$ cat src/rtl/ioexp_acc_pkg.sv
package ioexp_acc_pkg;
  localparam int unsigned DATA_W_D   = 8;
  localparam int unsigned GRP_W_D    = 3;
  localparam int unsigned SLOT_W_D   = 3;
  localparam int unsigned NUM_GRP_D  = 5;
  localparam int unsigned GRP_SIZE_D = 5;
  localparam int unsigned RO_GRP_D   = 0;

  typedef enum logic [1:0] {
    EV_NONE = 2'd0,
    EV_CMD  = 2'd1,
    EV_WDAT = 2'd2,
    EV_RDAT = 2'd3
  } byte_ev_e;
endpackage

$ cat src/rtl/acc_xfer_track.sv
module acc_xfer_track (
  input  logic clk_i,
  input  logic rst_ni,
  input  logic start_i,
  input  logic stop_i,
  output logic active_o
);
  logic active_q;

  // repeated START wins over a coincident STOP
  always_ff @(posedge clk_i or negedge rst_ni) begin
    if (!rst_ni)      active_q <= 1'b0;
    else if (start_i) active_q <= 1'b1;
    else if (stop_i)  active_q <= 1'b0;
  end

  assign active_o = active_q;
endmodule

$ cat src/rtl/acc_cmd_reg.sv
module acc_cmd_reg #(
  parameter int unsigned GRP_W    = 3,
  parameter int unsigned SLOT_W   = 3,
  parameter int unsigned GRP_SIZE = 5,
  localparam int unsigned PTR_W   = GRP_W + SLOT_W
) (
  input  logic             clk_i,
  input  logic             rst_ni,
  input  logic             load_i,
  input  logic [PTR_W-1:0] ptr_i,
  input  logic             ai_i,
  input  logic             step_i,
  output logic [PTR_W-1:0] ptr_o,
  output logic             ai_o
);
  logic [PTR_W-1:0]  ptr_q;
  logic              ai_q;
  logic [SLOT_W-1:0] slot, slot_nxt;

  assign slot = ptr_q[SLOT_W-1:0];

  // last valid slot and reserved slots all fold back to slot 0
  always_comb begin
    if (slot >= SLOT_W'(GRP_SIZE - 1)) slot_nxt = '0;
    else                               slot_nxt = slot + 1'b1;
  end

  always_ff @(posedge clk_i or negedge rst_ni) begin
    if (!rst_ni) begin
      ptr_q <= '0;
      ai_q  <= 1'b1;
    end else if (load_i) begin
      ptr_q <= ptr_i;
      ai_q  <= ai_i;
    end else if (step_i && ai_q) begin
      ptr_q[SLOT_W-1:0] <= slot_nxt;
    end
  end

  assign ptr_o = ptr_q;
  assign ai_o  = ai_q;
endmodule

$ cat src/rtl/acc_loc_decode.sv
module acc_loc_decode #(
  parameter int unsigned GRP_W    = 3,
  parameter int unsigned SLOT_W   = 3,
  parameter int unsigned NUM_GRP  = 5,
  parameter int unsigned GRP_SIZE = 5,
  parameter int unsigned RO_GRP   = 0,
  localparam int unsigned PTR_W   = GRP_W + SLOT_W
) (
  input  logic [PTR_W-1:0] ptr_i,
  output logic             valid_o,
  output logic             writable_o
);
  logic [GRP_W-1:0]  grp;
  logic [SLOT_W-1:0] slot;

  assign grp  = ptr_i[PTR_W-1:SLOT_W];
  assign slot = ptr_i[SLOT_W-1:0];

  assign valid_o    = (grp < GRP_W'(NUM_GRP)) && (slot < SLOT_W'(GRP_SIZE));
  assign writable_o = valid_o && (grp != GRP_W'(RO_GRP));
endmodule

$ cat src/rtl/ioexp_reg_access.sv
module ioexp_reg_access
  import ioexp_acc_pkg::*;
#(
  parameter int unsigned DATA_W   = DATA_W_D,
  parameter int unsigned GRP_W    = GRP_W_D,
  parameter int unsigned SLOT_W   = SLOT_W_D,
  parameter int unsigned NUM_GRP  = NUM_GRP_D,
  parameter int unsigned GRP_SIZE = GRP_SIZE_D,
  parameter int unsigned RO_GRP   = RO_GRP_D,
  localparam int unsigned PTR_W   = GRP_W + SLOT_W,
  localparam int unsigned AI_POS  = DATA_W - 1
) (
  input  logic              clk_i,
  input  logic              rst_ni,
  input  logic              start_i,
  input  logic              stop_i,
  input  logic              byte_valid_i,
  input  logic              first_byte_i,
  input  logic              rd_dir_i,
  input  logic [DATA_W-1:0] byte_i,
  input  logic [DATA_W-1:0] rd_data_i,
  output logic [PTR_W-1:0]  reg_idx_o,
  output logic              wr_stb_o,
  output logic [DATA_W-1:0] wr_data_o,
  output logic              rd_stb_o,
  output logic [DATA_W-1:0] rd_data_o,
  output logic              ack_o
);
  logic             active;
  logic [PTR_W-1:0] ptr;
  logic             ai;
  logic             loc_valid, loc_wr;
  byte_ev_e         ev;

  acc_xfer_track u_track (
    .clk_i    (clk_i),
    .rst_ni   (rst_ni),
    .start_i  (start_i),
    .stop_i   (stop_i),
    .active_o (active)
  );

  always_comb begin
    ev = EV_NONE;
    if (byte_valid_i && active) begin
      if (rd_dir_i)          ev = EV_RDAT;
      else if (first_byte_i) ev = EV_CMD;
      else                   ev = EV_WDAT;
    end
  end

  acc_cmd_reg #(
    .GRP_W    (GRP_W),
    .SLOT_W   (SLOT_W),
    .GRP_SIZE (GRP_SIZE)
  ) u_cmd (
    .clk_i  (clk_i),
    .rst_ni (rst_ni),
    .load_i (ev == EV_CMD),
    .ptr_i  (byte_i[PTR_W-1:0]),
    .ai_i   (byte_i[AI_POS]),
    .step_i ((ev == EV_WDAT) || (ev == EV_RDAT)),
    .ptr_o  (ptr),
    .ai_o   (ai)
  );

  acc_loc_decode #(
    .GRP_W    (GRP_W),
    .SLOT_W   (SLOT_W),
    .NUM_GRP  (NUM_GRP),
    .GRP_SIZE (GRP_SIZE),
    .RO_GRP   (RO_GRP)
  ) u_dec (
    .ptr_i      (ptr),
    .valid_o    (loc_valid),
    .writable_o (loc_wr)
  );

  assign reg_idx_o = ptr;
  assign wr_data_o = byte_i;
  assign wr_stb_o  = (ev == EV_WDAT) && loc_wr;
  assign rd_stb_o  = (ev == EV_RDAT) && loc_valid;
  assign ack_o     = (ev == EV_CMD) || wr_stb_o;
  assign rd_data_o = loc_valid ? rd_data_i : '0;

  logic unused_ai;
  assign unused_ai = ai;
endmodule

$ cat config.mk
export PLATFORM = sky130hd
export DESIGN_NAME = ioexp_reg_access
export DESIGN_NICKNAME = d
export VERILOG_FILES = /design/src/rtl/ioexp_acc_pkg.sv /design/src/rtl/acc_xfer_track.sv /design/src/rtl/acc_cmd_reg.sv /design/src/rtl/acc_loc_decode.sv /design/src/rtl/ioexp_reg_access.sv
export SDC_FILE = /design/constraint.sdc
export NUM_CORES = 1
export LEC_CHECK = 0
export CORE_UTILIZATION = 34
export DETAILED_ROUTE_END_ITERATION = 12
export PLACE_DENSITY = 0.88
export SYNTH_ARGS = -nofsm -noshare
export SYNTH_HDL_FRONTEND = slang
export SYNTH_SLANG_ARGS = --single-unit
$ cat constraint.sdc
create_clock -name clk_i -period 2.69 [get_ports clk_i]
set_input_delay 0.4035 -clock clk_i [delete_from_list [all_inputs] [get_ports clk_i]]
set_output_delay 0.4035 -clock clk_i [all_outputs]
set_load 0.1 [all_outputs]
==> impl.org, run 1 <==
** Status
- The run finished, with violations left.
- The final reports fail on DRC.

** STA
- Derived from the worst setup path, the maximum achievable clock frequency is 481 MHz.
- Final hold viol count :: 0
- After layout, the minimum clock period comes to roughly 2100 ps.
- For the pin with the worst max-slew slack, the measured transition is between 400 and 500 ps.
- Worst rel slew slack :: between 60% and 70%
- Final setup viols :: 0
- Setup repair after global routing left no endpoint under its margin.
- Final worst clock skew :: approximately 11 ps
- Post-route clock period utilization :: 77.3%
- The number of slew-limit violations in the final report came to 0.

** Placement
- The congestion estimate from routability-driven global placement came to approximately 0.77.
- Buffers added on ports :: 45
- Area of placed instances :: approximately 1100 um^2

** Synthesis
- Syn_area_per_cell :: just under 10 um^2
- Sequential elements use between 30% and 40% of the synthesized area.
- Net count after synthesis :: 85
- Count of different cell masters after synthesis :: 23
- Syn Inst Count :: 60
- The cell area that synthesis handed to floorplanning was 589 um^2.
- Register bit count reported by yosys :: 8
- Yosys warning count :: 0

** Clocking
- No sink is reached through more buffers than the 2 on the longest clock path.
- TritonCTS built the clock tree.
- Post_cts resized :: 0
- Total CTS buffers :: 3
- After clock tree synthesis, the clock-pin slew on the worst setup and hold paths is 60 ps.
- H-tree levels :: 1
- The clock drives 8 sinks.
- The later pin in the worst-skew pair is clocked with a latency of 250 ps.
- In this run the clock root is driven by a sky130_fd_sc_hd__clkbuf_4.
- Hold repair after CTS inserted 0 buffers.
- Total setup buffers inserted after CTS :: 0

** Global routing
- The number of antenna violations at the first check in global routing is 0.
- Entering global routing, the biggest net connects 12 pins.
- Overflow left after global routing :: 0
- Global routing used a little under a fifth of the available tracks across all layers.
- The first global-routing pass estimated 2590 um of wire.
- Via count of the first global-routing pass :: around 590

** Worst setup path
- In this run the worst path has a maximum fanout of 11.
- Data required time at the worst endpoint :: approximately 2300 ps
- Crit path DAT :: 1680 ps
- Crit Path Category :: register to primary output
- CP Launch Type :: register
- Reg2Reg Depth :: 3
- Worst setup EP type :: primary output

** Routing
- Wire length per cell :: about 14 um
- Summing over every cut layer, the via total after detailed routing is ~580.
- Pre-Repair DR Iteration Count :: 8
- For this run, design rule violations remaining after detail routing come to 6.
- In the routed layout, each cell is associated on average with a via count of approximately 5.
- Number of DRC markers in iteration 0 :: 8
- For this block, the routed nets add up to around 1700 um of wire.
- Once detail routing completed, the nets flagged for antenna violations numbered 0.

** Cells and area
- Layout cell share with drive strength beyond 1 :: around 41%
- The number of antenna diodes in the final layout is 0.
- In the final design database the tool counted around 130 nets.
- The area growth from synthesis to layout is 93.4%.
- Fill cells in the final layout number between 100 and 150.
- Final standard cell area without fillers :: 1140 um^2

** Worst hold path
- In this run the worst hold path is classified as input port to async pin.

** Pwr
- The design draws 1.28 mW.
- For this design the ratio of total power to cell area is 1120 nW/um^2.
- Leakage Power :: between 0.5 and 0.6 nW
- VDD sags by at most 0.877 mV.

** Flow run
- Max-cap violation count :: 0

** Die
- Total die area :: between 1500 and 2000 um^2
- Die Span X :: ~44 um
- Core area :: ~1600 um^2
- From bottom edge to top edge, the die measures between 40 and 50 um.
- During I/O placement, the number of pins put on the boundary was 48.
- The initialized floorplan defines 14 standard-cell rows.
- Initial cell density of the core :: 37.8%
[worst paths after layout]
| path | from | end | slack [ps] |
|---|---|---|---|
| max reg2reg | u_track.active_o | u_cmd.ptr_o[2] | 1210 |
| max | u_cmd.ptr_o[0] | wr_stb_o | 610 |
| min reg2reg | u_cmd.ptr_o[5] | u_cmd.ptr_o[5] | 560 |
| min | rst_ni | u_cmd.ptr_o[5] | 420 |
| min in group clk_i | u_cmd.ptr_o[5] | u_cmd.ptr_o[5] | 560 |
| max in group asynchronous | rst_ni | u_cmd.ai_o | 1960 |
[logic make-up after synthesis]
kind of cell,count (synthesis),share of synthesized area (%)
simple gates,21,22.9
buf+inv,14,14.0
mux,10,19.5
flops,8,34.2
compound gates,5,5.10
fa+ha+maj,2,4.25
[cell type report]
cell class              count  area (um^2)  share of cell area [%]
multi-input cells          38          334                    29.3
repair buffers             47          543                    47.6
clock buffers               4         26.3                    2.31
inverters                   4         15.0                    1.32
flip-flops and latches      8          201                    17.7
well taps                  16         20.0                    1.76
[synth_stat cells]
master                     n  area (um^2)
sky130_fd_sc_hd__a21o_2    1         8.76
sky130_fd_sc_hd__a21oi_1   1         5.00
sky130_fd_sc_hd__a31oi_1   1         6.26
sky130_fd_sc_hd__and3_1    8         50.1
sky130_fd_sc_hd__buf_4     8         60.1
sky130_fd_sc_hd__clkbuf_1  2         7.51
sky130_fd_sc_hd__dfrtp_1   7          175
sky130_fd_sc_hd__dfstp_2   1         26.3
sky130_fd_sc_hd__ha_1      2         25.0
sky130_fd_sc_hd__inv_1     4         15.0
sky130_fd_sc_hd__mux2_2    4         45.0
sky130_fd_sc_hd__mux2_4    2         30.0
sky130_fd_sc_hd__mux2i_1   4         40.0
sky130_fd_sc_hd__nand2_1   2         7.51
sky130_fd_sc_hd__nand2b_1  1         6.26
sky130_fd_sc_hd__nand3_1   2         10.0
sky130_fd_sc_hd__nand4b_4  1         23.8
sky130_fd_sc_hd__nor2_1    2         7.51
sky130_fd_sc_hd__nor2b_1   2         12.5
sky130_fd_sc_hd__nor3_1    1         5.00
sky130_fd_sc_hd__nor4_1    1         6.26
sky130_fd_sc_hd__o21ai_0   2         10.0
sky130_fd_sc_hd__or3_1     1         6.26
[per-stage QoR]
step                      TNS, ps  cells  hold slack [ps]  util (%)  setup WS (ps)
after floorplan             -47.9     60              108         -          -47.9
after global placement          0    113              528      71.4            692
after detailed placement        0    113              542      71.4            635
after CTS                       0    117              433      73.1            588
after global routing            0    117              441      73.1            467
final                           0    117              419      73.1            609
[placed cells by master (no fill, tap or decap), types with 2 or more instances in the layout]
cell / n
sky130_fd_sc_hd__and3_1: 8
sky130_fd_sc_hd__buf_12: 11
sky130_fd_sc_hd__buf_4: 15
sky130_fd_sc_hd__clkbuf_4: 3
sky130_fd_sc_hd__clkdlybuf4s50_1: 21
sky130_fd_sc_hd__dfrtp_1: 7
sky130_fd_sc_hd__ha_1: 2
sky130_fd_sc_hd__inv_1: 4
sky130_fd_sc_hd__mux2_2: 4
sky130_fd_sc_hd__mux2_4: 2
sky130_fd_sc_hd__mux2i_1: 4
sky130_fd_sc_hd__nand2_1: 2
sky130_fd_sc_hd__nand3_1: 2
sky130_fd_sc_hd__nor2b_1: 2
sky130_fd_sc_hd__o21ai_0: 2
[sequential cells by signal, indices dropped and copies added (netlist names)]
register,flops
u_track.active_o,1
u_cmd.ai_o,1
u_cmd.ptr_o,6
[where the power goes]
| group | switching, mW | total (mW) | internal, mW |
|---|---|---|---|
| Sequential | 0.0391 | 0.197 | 0.158 |
| Clock | 0.0389 | 0.0955 | 0.0566 |
| Combinational | 0.679 | 0.987 | 0.308 |
| Total | 0.757 | 1.28 | 0.523 |
[worst max-delay path, stage by stage (launching register included)]
cell,delay (ps)
sky130_fd_sc_hd__dfrtp_1,430
sky130_fd_sc_hd__o21ai_0,160
sky130_fd_sc_hd__buf_4,180
sky130_fd_sc_hd__nand3_1,130
sky130_fd_sc_hd__nor4_4,320
sky130_fd_sc_hd__buf_12,220
[routing by layer]
layer | GRT usage, % | routed length [um] | vias to the layer above
li1 | - | - | 285
met4 | 3.75 | 6 | 0
met3 | 4.58 | 195 | 2
met1 | 18.5 | 555 | 253
met5 | 0 | 0 | -
met2 | 38.8 | 905 | 35
Power figures use the tool's default switching activity.
==> run 2, diff against run 1 <==
--- a/config.mk
+++ b/config.mk
@@ -5,9 +5,9 @@
 export SDC_FILE = /design/constraint.sdc
 export NUM_CORES = 1
 export LEC_CHECK = 0
-export CORE_UTILIZATION = 34
+export CORE_UTILIZATION = 32
 export DETAILED_ROUTE_END_ITERATION = 12
-export PLACE_DENSITY = 0.88
+export PLACE_DENSITY = 0.84
 export SYNTH_ARGS = -nofsm -noshare
 export SYNTH_HDL_FRONTEND = slang
 export SYNTH_SLANG_ARGS = --single-unit
==> constraint.sdc (replaced) <==
create_clock -name clk_i -period 2.18 [get_ports clk_i]
set_input_delay 0.327 -clock clk_i [delete_from_list [all_inputs] [get_ports clk_i]]
set_output_delay 0.327 -clock clk_i [all_outputs]
set_load 0.1 [all_outputs]
==> run 2 against run 1 <==
The flow now finishes without violations. Final cell count rose by 7.7%. Count of clock-buffer cells in the layout is the same. Routed wire length shrank 3.5%. Final area up 14%. Die area increased by 6.0%. Sequential share of layout area decreased by 0.55 points. Hold slack worse by 74 ps. Clock power rose by 26%. First-iteration DRC count up 75%. Combinational power grew 28%. Register-to-register slack worse by 480 ps. Power is 30% higher. Largest cell class unchanged.
==> impl.org, run 2 (synthesized netlist as in run 1, its figures left out) <==
** Worst setup path
- Reg-to-reg setup timing slack :: 730 ps (-480 ps)
- Data required time at the worst endpoint :: 1850 ps (-440 ps)
- Cell at the slowest stage of the critical path :: sky130_fd_sc_hd__dfrtp_4
- Worst setup EP type :: primary output
- The arrival time reported for the critical path endpoint came to 1730 ps (+50 ps).
- Reg2Reg Depth :: 4 (+1)
- The largest incremental delay on the critical path is 500 ps (+70 ps).
- CP cell instances :: o21ai_4 > nand3_2 > nor4_4 > buf_12
- The worst setup path is launched from a register.
- The worst register-to-register path begins at u_cmd.ptr_o[0].
- The biggest fanout along the worst timing path is 11 (unchanged).
- In this run the critical register-to-register path is captured at u_cmd.ptr_o[2].
- Crit Path Category :: register to primary output
- Tracing the worst setup path back leads to its startpoint at u_cmd.ptr_o[4].

** Cells and area
- The share of layout cells above drive strength 1 is 57.4% (+17 points).
- The library cell used most frequently in the layout, excluding fill and tap cells, is sky130_fd_sc_hd__clkdlybuf4s50_1.
- The number of antenna repair diodes came to 0 (unchanged).
- The share of the core filled with cells is 74.9% (+1.8 points).
- Number of standard cells in the layout, taps in and fillers out :: 126 (+7.7%)
- Fill cell count :: 119 (+16%)
- The library cells used most frequently in the layout, excluding fill and tap cells, are sky130_fd_sc_hd__clkdlybuf4s50_1, sky130_fd_sc_hd__buf_12, sky130_fd_sc_hd__and3_2, sky130_fd_sc_hd__buf_4, sky130_fd_sc_hd__dfrtp_4.
- From synthesis to final layout, the design area changed by 120%.
- The final-stage net count came to 127 (unchanged).
- The final cell area excluding filler cells came to 1290 um^2 (+14%).
- Flip-flop count of the largest register, all copies and words added :: 6 (unchanged)

** STA
- The total of endpoints with negative setup slack in the final report is 0 (unchanged).
- Max-slew violation count :: 0 (unchanged)
- Derived from the worst setup path, the maximum achievable clock frequency is roughly 490 MHz.
- The slack of the critical path is 119 ps (-490 ps).
- The final total negative setup slack is 0 ps (unchanged).
- The remaining max-slew budget at the tightest pin came to 76.2% (+6.3 points).
- The routed design could run at a clock period as short as slightly above 2000 ps.
- Slew at the pin closest to its max-slew limit :: 356 ps (-96.3 ps)
- The clock skew came to 8.81 ps (-1.80 ps).
- Worst hold margin :: 346 ps (-73.8 ps)
- Final hold viol count :: 0 (unchanged)
- Setup repair after global routing left no endpoint under its margin.
- Post-route clock period utilization :: between 90% and 100%

** Placement
- Area of placed instances :: 1260 um^2 (+13%)
- RePlAce Congestion :: 0.807 (+5.4%)
- Post-Place Setup Slack :: 253 ps (-382 ps)
- Once detailed placement completed, the half-perimeter wirelength came to about 1400 um.
- The placed instance count was 122 (+8.0%).
- The number of port buffers was 45 (unchanged).

** Die
- Core area :: 1730 um^2 (+11%)
- The vertical extent of the die came to 44.9 um (+2.9%).
- Floorplan row count :: 15 (+1)
- Initial cell density of the core :: 34.1% (-3.7 points)
- The die area was 2020 um^2 (+6.0%).
- Die Span X :: 44.9 um (+2.9%)
- I/O pin count :: 48 (unchanged)

** Routing
- Detailed Route WL :: 1600 um (-3.5%)
- Number of vias per cell after detailed routing :: 4.63 (-5.9%)
- The DRC marker count from the first detailed-route iteration was 14 (+6).
- Number of vias in the routed layout :: 583 (+1.4%)
- The DRC violation count after routing was 0 (-6).
- Wire length per cell :: 12.7 um (-10%)
- The length of the first detailed-routing pass in iterations came to 4 (-4).
- The count of nets left with antenna violations after detail routing is 0 (unchanged).

** Clocking
- Clock Sink Count :: 8 (unchanged)
- The clock latency on the worst-skew pair came to 250 ps (about the same).
- Number of buffers between clock root and the deepest sink :: 2 (unchanged)
- Clock root buffer :: sky130_fd_sc_hd__clkbuf_4
- TritonCTS built the clock tree.
- The number of clock buffers inserted by TritonCTS is 3 (unchanged).
- The hold-fix buffer count after cts came to 0 (unchanged).
- The level count of the clock H-tree is 1 (unchanged).
- Clock-pin slew reported for the worst setup and hold paths after clock tree synthesis :: 60 ps (about the same)

** Pwr
- The total power consumption of the routed design was 1.66 mW (+30%).
- VDD IR max :: 0.705 mV (-20%)
- The areal power density over the cells is 1280 nW/um^2 (+14%).
- The leakage power summed over all cells is 0.579 nW (+5.7%).

** Global routing
- The global route total overflow came to 0 (unchanged).
- The number of global-route vias before repair was 534 (-9.3%).
- The total global-route track usage is 16.3% (-2.6 points).
- The largest net degree at the start of global routing is 12 (unchanged).
- Wire length of the first global-routing pass :: 2340 um (-9.6%)
- The number of antenna violations at the first check in global routing is 0 (unchanged).

** Status
- Status :: completed

** Worst hold path
- In this run the worst hold path is classified as input port to async pin.

** Flow run
- Max-cap violation count :: 0 (unchanged)
-- run 2: cell types whose count changed in the layout (fill, tap and decap cells not counted), moves of 2 or more --
cell                      previous run  this run
sky130_fd_sc_hd__buf_4              15         8
sky130_fd_sc_hd__and3_2              0         8
sky130_fd_sc_hd__and3_1              8         0
sky130_fd_sc_hd__buf_12             11        18
sky130_fd_sc_hd__dfrtp_4             0         5
sky130_fd_sc_hd__dfrtp_1             7         1
sky130_fd_sc_hd__o21ai_0             2         0
-- run 2: cell type report --
class                      count  area (um^2)  share of cell area (%)
timing repair buffer          47          631                    48.7
multi-input combinational     38          369                    28.5
sequential                     8          221                    17.1
tap                           25         31.3                    2.42
clock buffer                   4         26.3                    2.03
inverter                       4         15.0                    1.16
-- run 2: power breakdown --
part	internal (mW)	switching (mW)
clock	0.0700	0.0499
combinational	0.410	0.849
sequential	0.217	0.0623
total	0.698	0.961
-- run 2: worst max path at each step --
stage               cells after the start  slack (ps)        endpoint
detailed placement                      4         250  u_cmd.ptr_o[2]
global route                            4          40        wr_stb_o
floorplan                               3        -180        wr_stb_o
global placement                        4         290  u_cmd.ptr_o[2]
finish                                  4         120        wr_stb_o
CTS                                     4          20        wr_stb_o
-- run 2: layer usage --
layer,vias up,routed length (um),GRT usage (%),part of all wire [%]
met5,-,0,0,0
met2,32,842,28.8,53
met4,0,16,7.27,1.0
met1,267,610,18.6,38
li1,282,-,-,-
met3,2,134,4.00,8.4
-- run 2: repair_timing --
action | in CTS | in global routing
buffers inserted | 0 | 0
setup endpoints to repair | 0 | 1
resized for setup | 0 | 1
-- run 2: worst max-delay path, delay by kind of cell, from the launching register on --
| kind | cells | cell delay [ps] |
|---|---|---|
| AOI/OAI and AO/OA | 1 | 270 |
| buffers and inverters | 1 | 220 |
| DFF | 1 | 500 |
| and+or+nand+nor | 2 | 490 |
